==> src/rtl/uerr_pkg.sv <==
`timescale 1ns/1ps
// Package: bit-position constants shared by the uncorrectable error bank.
// Assumes 32-bit registers; bit 13 is left out of every implemented set.
package uerr_pkg;
    localparam int          REG_W      = 32;
    // error status bits cleared by writing one
    localparam logic [31:0] ERR_W1C    = 32'h001D_D030;
    // status bit that behaves as plain read/write
    localparam logic [31:0] STS_RW     = 32'h0000_0001;
    // implemented mask / severity positions
    localparam logic [31:0] CTRL_IMPL  = 32'h001F_D031;
    // severity reset pattern before hardwired-zero bits are removed
    localparam logic [31:0] SEV_RST_RAW = 32'h0006_2031;
    localparam logic [31:0] SEV_RST    = SEV_RST_RAW & CTRL_IMPL;
    localparam logic [31:0] MSK_RST    = 32'h0000_0000;
endpackage

==> src/rtl/uerr_status_reg.sv <==
`timescale 1ns/1ps
// Module: sticky error status register.
// Events set W1C_BITS; a write clears W1C_BITS where data is one and loads
// RW_BITS directly. Events win over a same-cycle clear. Other bits stay zero.
module uerr_status_reg #(
    parameter int          W        = 32,
    parameter logic [W-1:0] W1C_BITS = '0,
    parameter logic [W-1:0] RW_BITS  = '0
) (
    input  logic         clk,
    input  logic         rst_n,
    input  logic [W-1:0] evt,
    input  logic         wr_en,
    input  logic [W-1:0] wdata,
    output logic [W-1:0] q
);
    localparam logic [W-1:0] IMPL = W1C_BITS | RW_BITS;

    logic [W-1:0] set_v;
    logic [W-1:0] clr_v;
    logic [W-1:0] nxt;

    // next-state: keep, clear written ones, reload RW bits, then apply events
    always_comb begin
        set_v = evt & W1C_BITS;
        clr_v = wr_en ? (wdata & W1C_BITS) : '0;
        nxt   = q & ~clr_v;
        if (wr_en) begin
            nxt = (nxt & ~RW_BITS) | (wdata & RW_BITS);
        end
        nxt = (nxt | set_v) & IMPL;
    end

    // state register
    always_ff @(posedge clk) begin
        if (!rst_n) q <= '0;
        else        q <= nxt;
    end
endmodule

==> src/rtl/uerr_ctrl_reg.sv <==
`timescale 1ns/1ps
// Module: plain read/write control register (mask or severity).
// Only IMPL positions store data; reset value is RST limited to IMPL.
module uerr_ctrl_reg #(
    parameter int          W    = 32,
    parameter logic [W-1:0] IMPL = '0,
    parameter logic [W-1:0] RST  = '0
) (
    input  logic         clk,
    input  logic         rst_n,
    input  logic         wr_en,
    input  logic [W-1:0] wdata,
    output logic [W-1:0] q
);
    localparam logic [W-1:0] RST_EFF = RST & IMPL;

    // load implemented bits on write
    always_ff @(posedge clk) begin
        if (!rst_n)     q <= RST_EFF;
        else if (wr_en) q <= wdata & IMPL;
    end
endmodule

==> src/rtl/uerr_sev_decode.sv <==
`timescale 1ns/1ps
// Module: split pending unmasked errors by severity class.
// Purely combinational; considers only ERR_BITS positions.
module uerr_sev_decode #(
    parameter int          W        = 32,
    parameter logic [W-1:0] ERR_BITS = '0
) (
    input  logic [W-1:0] status,
    input  logic [W-1:0] mask,
    input  logic [W-1:0] sev,
    output logic         fatal,
    output logic         nonfatal
);
    logic [W-1:0] live;

    // unmasked pending errors, then OR-reduce per class
    always_comb begin
        live     = status & ~mask & ERR_BITS;
        fatal    = |(live & sev);
        nonfatal = |(live & ~sev);
    end
endmodule

==> src/rtl/uerr_regbank.sv <==
`timescale 1ns/1ps
// Module: uncorrectable error register bank (status, mask, severity).
// Assumes a single-beat register port with byte addresses; reads are
// registered and return contents sampled before a same-cycle write.
module uerr_regbank #(
    parameter int          ADDR_W  = 12,
    parameter logic [11:0] STS_OFF = 12'h104,
    parameter logic [11:0] MSK_OFF = 12'h108,
    parameter logic [11:0] SEV_OFF = 12'h10C
) (
    input  logic              clk,
    input  logic              rst_n,
    input  logic [31:0]       err_evt,
    input  logic [ADDR_W-1:0] reg_addr,
    input  logic [31:0]       reg_wdata,
    input  logic              reg_wr,
    input  logic              reg_rd,
    output logic [31:0]       reg_rdata,
    output logic              fatal_o,
    output logic              nonfatal_o
);
    import uerr_pkg::*;

    logic hit_sts, hit_msk, hit_sev;
    logic [REG_W-1:0] status_q, mask_q, sev_q, rd_mux;

    // address decode
    always_comb begin
        hit_sts = (reg_addr == ADDR_W'(STS_OFF));
        hit_msk = (reg_addr == ADDR_W'(MSK_OFF));
        hit_sev = (reg_addr == ADDR_W'(SEV_OFF));
    end

    uerr_status_reg #(.W(REG_W), .W1C_BITS(ERR_W1C), .RW_BITS(STS_RW)) u_sts (
        .clk(clk), .rst_n(rst_n), .evt(err_evt),
        .wr_en(reg_wr && hit_sts), .wdata(reg_wdata), .q(status_q));

    uerr_ctrl_reg #(.W(REG_W), .IMPL(CTRL_IMPL), .RST(MSK_RST)) u_msk (
        .clk(clk), .rst_n(rst_n), .wr_en(reg_wr && hit_msk),
        .wdata(reg_wdata), .q(mask_q));

    uerr_ctrl_reg #(.W(REG_W), .IMPL(CTRL_IMPL), .RST(SEV_RST_RAW)) u_sev (
        .clk(clk), .rst_n(rst_n), .wr_en(reg_wr && hit_sev),
        .wdata(reg_wdata), .q(sev_q));

    uerr_sev_decode #(.W(REG_W), .ERR_BITS(ERR_W1C)) u_dec (
        .status(status_q), .mask(mask_q), .sev(sev_q),
        .fatal(fatal_o), .nonfatal(nonfatal_o));

    // read multiplexer; unmapped addresses give zero
    always_comb begin
        rd_mux = '0;
        if (hit_sts)      rd_mux = status_q;
        else if (hit_msk) rd_mux = mask_q;
        else if (hit_sev) rd_mux = sev_q;
    end

    // read data register
    always_ff @(posedge clk) begin
        if (!rst_n)      reg_rdata <= '0;
        else if (reg_rd) reg_rdata <= rd_mux;
    end
endmodule

==> config.mk <==
export PLATFORM = sky130hd
export DESIGN_NAME = uerr_regbank
export DESIGN_NICKNAME = d
export VERILOG_FILES = /design/src/rtl/uerr_pkg.sv /design/src/rtl/uerr_status_reg.sv /design/src/rtl/uerr_ctrl_reg.sv /design/src/rtl/uerr_sev_decode.sv /design/src/rtl/uerr_regbank.sv
export SDC_FILE = /design/constraint.sdc
export NUM_CORES = 1
export LEC_CHECK = 0
export ABC_AREA = 1
export BUFFER_PORTS_ARGS = -buffer_cell sky130_fd_sc_hd__buf_2
export CAP_MARGIN = 20
export CELL_PAD_IN_SITES_DETAIL_PLACEMENT = 1
export CELL_PAD_IN_SITES_GLOBAL_PLACEMENT = 1
export CORE_MARGIN = 3
export CORE_UTILIZATION = 30
export DETAILED_ROUTE_END_ITERATION = 10
export PLACE_DENSITY = 0.78
export SYNTH_ARGS = -nofsm -noshare
export SYNTH_HDL_FRONTEND = slang
export SYNTH_SLANG_ARGS = --single-unit
export TNS_END_PERCENT = 1
==> constraint.sdc <==
create_clock -name clk -period 1.4 [get_ports clk]
set_input_delay 0.28 -clock clk [delete_from_list [all_inputs] [get_ports clk]]
set_output_delay 0.28 -clock clk [all_outputs]
set_load 0.01 [all_outputs]
==> results.yml, run 1 <==
synth:
  synth.distinct_cells: 24
  synth_seq_cells: 43
  avgSynthCellArea_um2: 6.36
  yosys_warnings: 0
  ys_seq_area_frac: 0.372
  syn_inst: 364
  syn-cell-area_mm2: 0.00231
die:
  dieHeight_um: 93.8
  fp-row-count: 31
  core-area_mm2: 0.00737
  dieArea_mm2: 0.00880
  ios: 114
  die_w_um: 93.8
  start_util: 0.314
placed_design:
  post-place-ws_ps: -137
  place_congestion: 0.778
  dpl_cell_area_mm2: 0.00273
  hpwl_mm: 5.20
  port_buffers: 48
power:
  p_total_mw: 2.39
  p_leak_nw: 1.51
  ir_drop_mv: 0.357
  pwr_density_cell_mw_per_mm2: 833
setup_path:
  rrSetupSlack_ps: 510
  crit_fanout: 2
  r2r-end: "reg_rdata[19]"
  cp_cell_sequence: "inv_2, nand3_2, o31ai_2, nor3_2, nand4_1, buf_2"
  critPathTopFamily: "simple AND/OR/NAND/NOR gates"
  critPathBufInv: 2
  endpoint_kind: "primary output"
  required_ps: 1120
  startpoint_type: "register"
  timing.rr.start: "u_sts.q[19]"
  slowest_delay_ps: 350
  slowest_stage: "dfxtp_2"
  r2r_cells: 6
  cp.arrival_ps: 1350
  crit_type: "reg -> out"
drt:
  vias_per_cell: 4.55
  routed_wirelength_mm: 6.70
  wire_per_inst_um: 12.7
  drc: 0
  ant_nets: 0
  drtIter0Drc: 82
  firstDrtPassIters: 4
  vias: 2401
timing:
  setup_viol: 2
  rsz0062_at_grt: "true"
  tns_ps: -455
  hold_violations: 0
  fin_worst_skew_ps: 6.12
  fin_ws_ps: -233
  slew_violations: 0
  fin_hold_ws_ps: 179
  max_freq_mhz: 613
  post-route-period-util: 1.17
  fin_crit_ps: 1630
global_route:
  grt_pass1_wl_mm: 11.0
  grt_overflow_total: 0
  antenna_found_initial: 0
  track_usage: 0.157
  grt_pass1_vias: 2376
  grt_max_degree: 24
clocking:
  clockRootBuffer: "clkbuf_8"
  htree_levels: 2
  clk_latency_ps: 300
  cts-hold-fix-buffers: 0
  cts.clk_slew.worst_paths_ps: 80
  clk_path_buf_depth: 2
  tritoncts: "built"
  numCtsBuffers: 5
  cts.sinks: 43
worst_hold_path:
  hp-start: "err_evt[12]"
  min_to: "u_sts.q[12]"
  holdCritPathClass: "in -> reg"
  hold_depth: 3
cells_and_area:
  stdcell_area_mm2: 0.00287
  finalNetCount: 508
  layout_commonest_cell: "nand2_1"
  diodes: 0
  drive_above_1_share: 0.231
  mostFrequentLayoutCells: "nand2_1 (85), nand3_1 (51), nor2_1 (50)"
  syn_to_final_growth_pct: 24.1
outcome:
  violations: "negative setup slack"
  status: "complete, but fails checks"
flow_run:
  maxCapViolations: 0
-- routing by layer --
metal,up-vias,GRT usage,share of wire
met5,-,0,0
met4,0,0.0517,0.018
met3,11,0.0345,0.043
met2,53,0.285,0.50
met1,1113,0.181,0.44
li1,1224,-,-
-- worst max-delay path by stage --
stage                     start  slack, ps  cells past startpoint          end
finish              u_msk.q[12]       -230                      6   nonfatal_o
global route        u_msk.q[12]       -330                      6   nonfatal_o
CTS                 u_msk.q[12]       -230                      5      fatal_o
detailed placement  reg_addr[7]       -140                     10  u_sev.q[18]
global placement    reg_addr[5]        -90                     10   u_sev.q[5]
floorplan           reg_addr[5]        170                      8   u_sev.q[4]
-- tightest hold or removal path, stage by stage --
cell	delay [ps]
buf_2	70
a21oi_1	30
nor2_1	70
-- metrics by stage --
| stage | util | cells |
|---|---|---|
| final | 0.390 | 528 |
| after floorplan | - | 384 |
| after CTS | 0.387 | 527 |
| after global placement | 0.371 | 519 |
| after detailed placement | 0.371 | 519 |
| after global routing | 0.390 | 528 |
-- registers in the layout, indices dropped and copies added (netlist names) --
name,flops
reg_rdata,11
u_msk.q,11
u_sev.q,11
u_sts.q,10
-- cells by family after synthesis --
kind of cell,synth area share
other cells,0.00162
buf+inv,0.177
flops,0.372
simple gates,0.378
compound gates,0.0709
-- cells in the mapped netlist --
master,count,area [um2]
inv_1,48,180
clkinv_1,1,3.75
nor4_1,1,6.26
nor2_1,50,188
o31ai_1,2,15.0
conb_1,1,3.75
nand3b_1,1,7.51
nor2_4,1,11.3
and2_2,1,7.51
clkbuf_1,4,15.0
buf_2,10,50.1
dfxtp_1,43,861
and3_1,1,6.26
nand2_1,85,319
buf_4,21,158
o211ai_1,3,22.5
and2_1,2,12.5
buf_1,1,3.75
nand4_1,1,6.26
a31oi_1,1,6.26
nor3_1,10,50.1
nand3_1,52,260
a21oi_1,20,100
o21ai_0,4,20.0
-- where the power goes --
group          leakage [nW]  internal, mW  total (mW)  switching (mW)
logic                  1.11        0.0937       0.246           0.152
registers             0.353          1.24        1.26          0.0151
clock network        0.0515         0.451       0.889           0.438
-- final cells by class --
class / count / area, um2
clock buffer: 8 / 100
tap: 99 / 124
timing repair buffer: 73 / 453
fill: 1018 / 4500
inverter: 49 / 184
multi-input combinational: 256 / 1140
sequential: 43 / 870
-- repair_timing --
item	4_1_cts	5_1_grt
setup endpoints to repair	2	4
resized for setup	12	5
setup buffers	0	1
pin swaps	2	3
(Power assumes the default switching activity.)
==> run 2, diff against run 1 <==
CORE_UTILIZATION = 31   (was 30)
CTS_BUF_LIST = sky130_fd_sc_hd__clkbuf_4 sky130_fd_sc_hd__clkbuf_8   (was not set)
PLACE_DENSITY = not set   (was 0.78)
PLACE_DENSITY_LB_ADDON = 0.25   (was not set)
==> run 2 against run 1 <==
Compared with the run above: sequential cell count did not move; the run still ends with negative setup slack left; critical endpoint is now fatal_o; highest routed layer unchanged; die area fell by 3.0%; largest cell class unchanged; clock-buffer cell count fell by 2; critical path type unchanged; largest power group unchanged.
==> results.yml, run 2 (synthesis results as in run 1) <==
timing:
  setup_viol: 2
  fin_hold_ws_ps: 194
  post-route-period-util: 1.14
  max_freq_mhz: 626
  rsz0062_at_grt: "true"
  fin_crit_ps: 1600
  hold_violations: 0
  slew_violations: 0
  fin_ws_ps: -197
  fin_worst_skew_ps: 7.78
die:
  dieArea_mm2: 0.00853
  ios: 114
  core-area_mm2: 0.00702
  fp-row-count: 30
  dieHeight_um: 92.4
  start_util: 0.330
  die_w_um: 92.4
setup_path:
  startpoint_type: "register"
  slowest_stage: "dfxtp_2"
  crit_type: "reg -> out"
  critPathTopFamily: "simple AND/OR/NAND/NOR gates"
  endpoint_kind: "primary output"
  slowest_delay_ps: 330
  required_ps: 1120
  crit_fanout: 3
  cp.arrival_ps: 1320
  critPathBufInv: 2
  cp_cell_sequence: "inv_2, nor3_2, nor4_2, nand3b_1, buf_2"
placed_design:
  hpwl_mm: 4.98
  dp.cells: 512
  place_congestion: 0.792
  port_buffers: 48
  dpl_cell_area_mm2: 0.00271
power:
  pwr_density_cell_mw_per_mm2: 803
  p_leak_nw: 1.51
  ir_drop_mv: 0.384
clocking:
  clockRootBuffer: "clkbuf_8"
  tritoncts: "built"
  numCtsBuffers: 5
  clk_latency_ps: 290
  cts.sinks: 43
  clk_path_buf_depth: 2
  htree_levels: 2
  cts.clk_slew.worst_paths_ps: 80
drt:
  drc: 0
  drtIter0Drc: 89
  firstDrtPassIters: 4
  ant_nets: 0
  vias: 2370
  wire_per_inst_um: 12.7
  routed_wirelength_mm: 6.62
  vias_per_cell: 4.54
worst_hold_path:
  holdCritPathClass: "in -> reg"
flow_run:
  maxCapViolations: 0
cells_and_area:
  mostFrequentLayoutCells: "nand2_1 (84), nand3_1 (51), nor2_1 (50)"
  finalNetCount: 506
  stdcell_area_mm2: 0.00289
  fin_cells: 522
  diodes: 0
  drive_above_1_share: 0.249
  top_regs: "reg_rdata x11, u_msk.q x11, u_sev.q x11"
  syn_to_final_growth_pct: 24.9
  layout_commonest_cell: "nand2_1"
global_route:
  grt_pass1_wl_mm: 11.1
  grt_overflow_total: 0
  grt_pass1_vias: 2329
  antenna_found_initial: 0
  grt_max_degree: 24
  track_usage: 0.162
outcome:
  status: "complete, but fails checks"
  violations: "negative setup slack"
==> run 2: changes by cell type in the layout (fill, tap and decap cells not counted), moves of 2 or more <==
| cell | delta |
|---|---|
| nor3_1 | -5 |
| nor3_2 | +5 |
| buf_4 | -3 |
| dfxtp_1 | -2 |
| dfxtp_2 | +2 |
==> run 2: layer usage <==
layer / vias up / share of wire / wire length (um) / track usage
li1: 1215 / - / - / -
met1: 1093 / 0.46 / 3020 / 0.207
met2: 56 / 0.49 / 3240 / 0.283
met3: 6 / 0.042 / 281 / 0.0252
met4: 0 / 0.011 / 76 / 0.0421
met5: - / 0 / 0 / 0
==> run 2: timing repair <==
action,CTS,global route
hold buffers,0,0
setup buffers,1,2
pin swaps,6,1
gates resized for setup,21,5
hold endpoints to repair,0,0
setup endpoints to repair,2,2
==> run 2: path summary, 6_finish.rpt <==
path / cells past startpoint / startpoint / slack [ps] / endpoint
min reg2reg: 2 / u_sts.q[0] / 460 / u_sts.q[0]
min: 3 / err_evt[14] / 190 / u_sts.q[14]
max: 5 / u_sts.q[20] / -200 / fatal_o
max reg2reg: 5 / u_msk.q[5] / 490 / reg_rdata[5]
==> run 2: layout make-up <==
class | count | area, um2
Clock buffer | 6 | 82.6
Clock inverter | 1 | 5.00
Fill cell | 966 | 4130
Inverter | 49 | 184
Multi-Input combinational cell | 256 | 1180
Sequential cell | 43 | 872
Tap cell | 96 | 120
Timing Repair Buffer | 71 | 450
==> run 2: metrics by stage <==
step	setup TNS (ps)	total power, mW	setup WS, ps	util
detailed placement	-2410	1.52	-111	0.386
floorplan	0	1.45	173	-
CTS	-438	2.35	-226	0.406
global placement	-1420	1.52	-72.4	0.386
global route	-511	2.46	-257	0.412
finish	-374	2.32	-197	0.412
==> run 2: report_power, final <==
| group | internal, mW | switching (mW) | leakage (nW) |
|---|---|---|---|
| logic | 0.0898 | 0.152 | 1.11 |
| registers | 1.24 | 0.0160 | 0.354 |
| clock network | 0.388 | 0.432 | 0.0470 |
==> run 2: worst reg2reg max path: cells and delay by family, from the launching register on <==
kind            cells  cell delay (ps)
compound gates      1              140
buf+inv             1              110
flops               1              340
simple gates        3              260
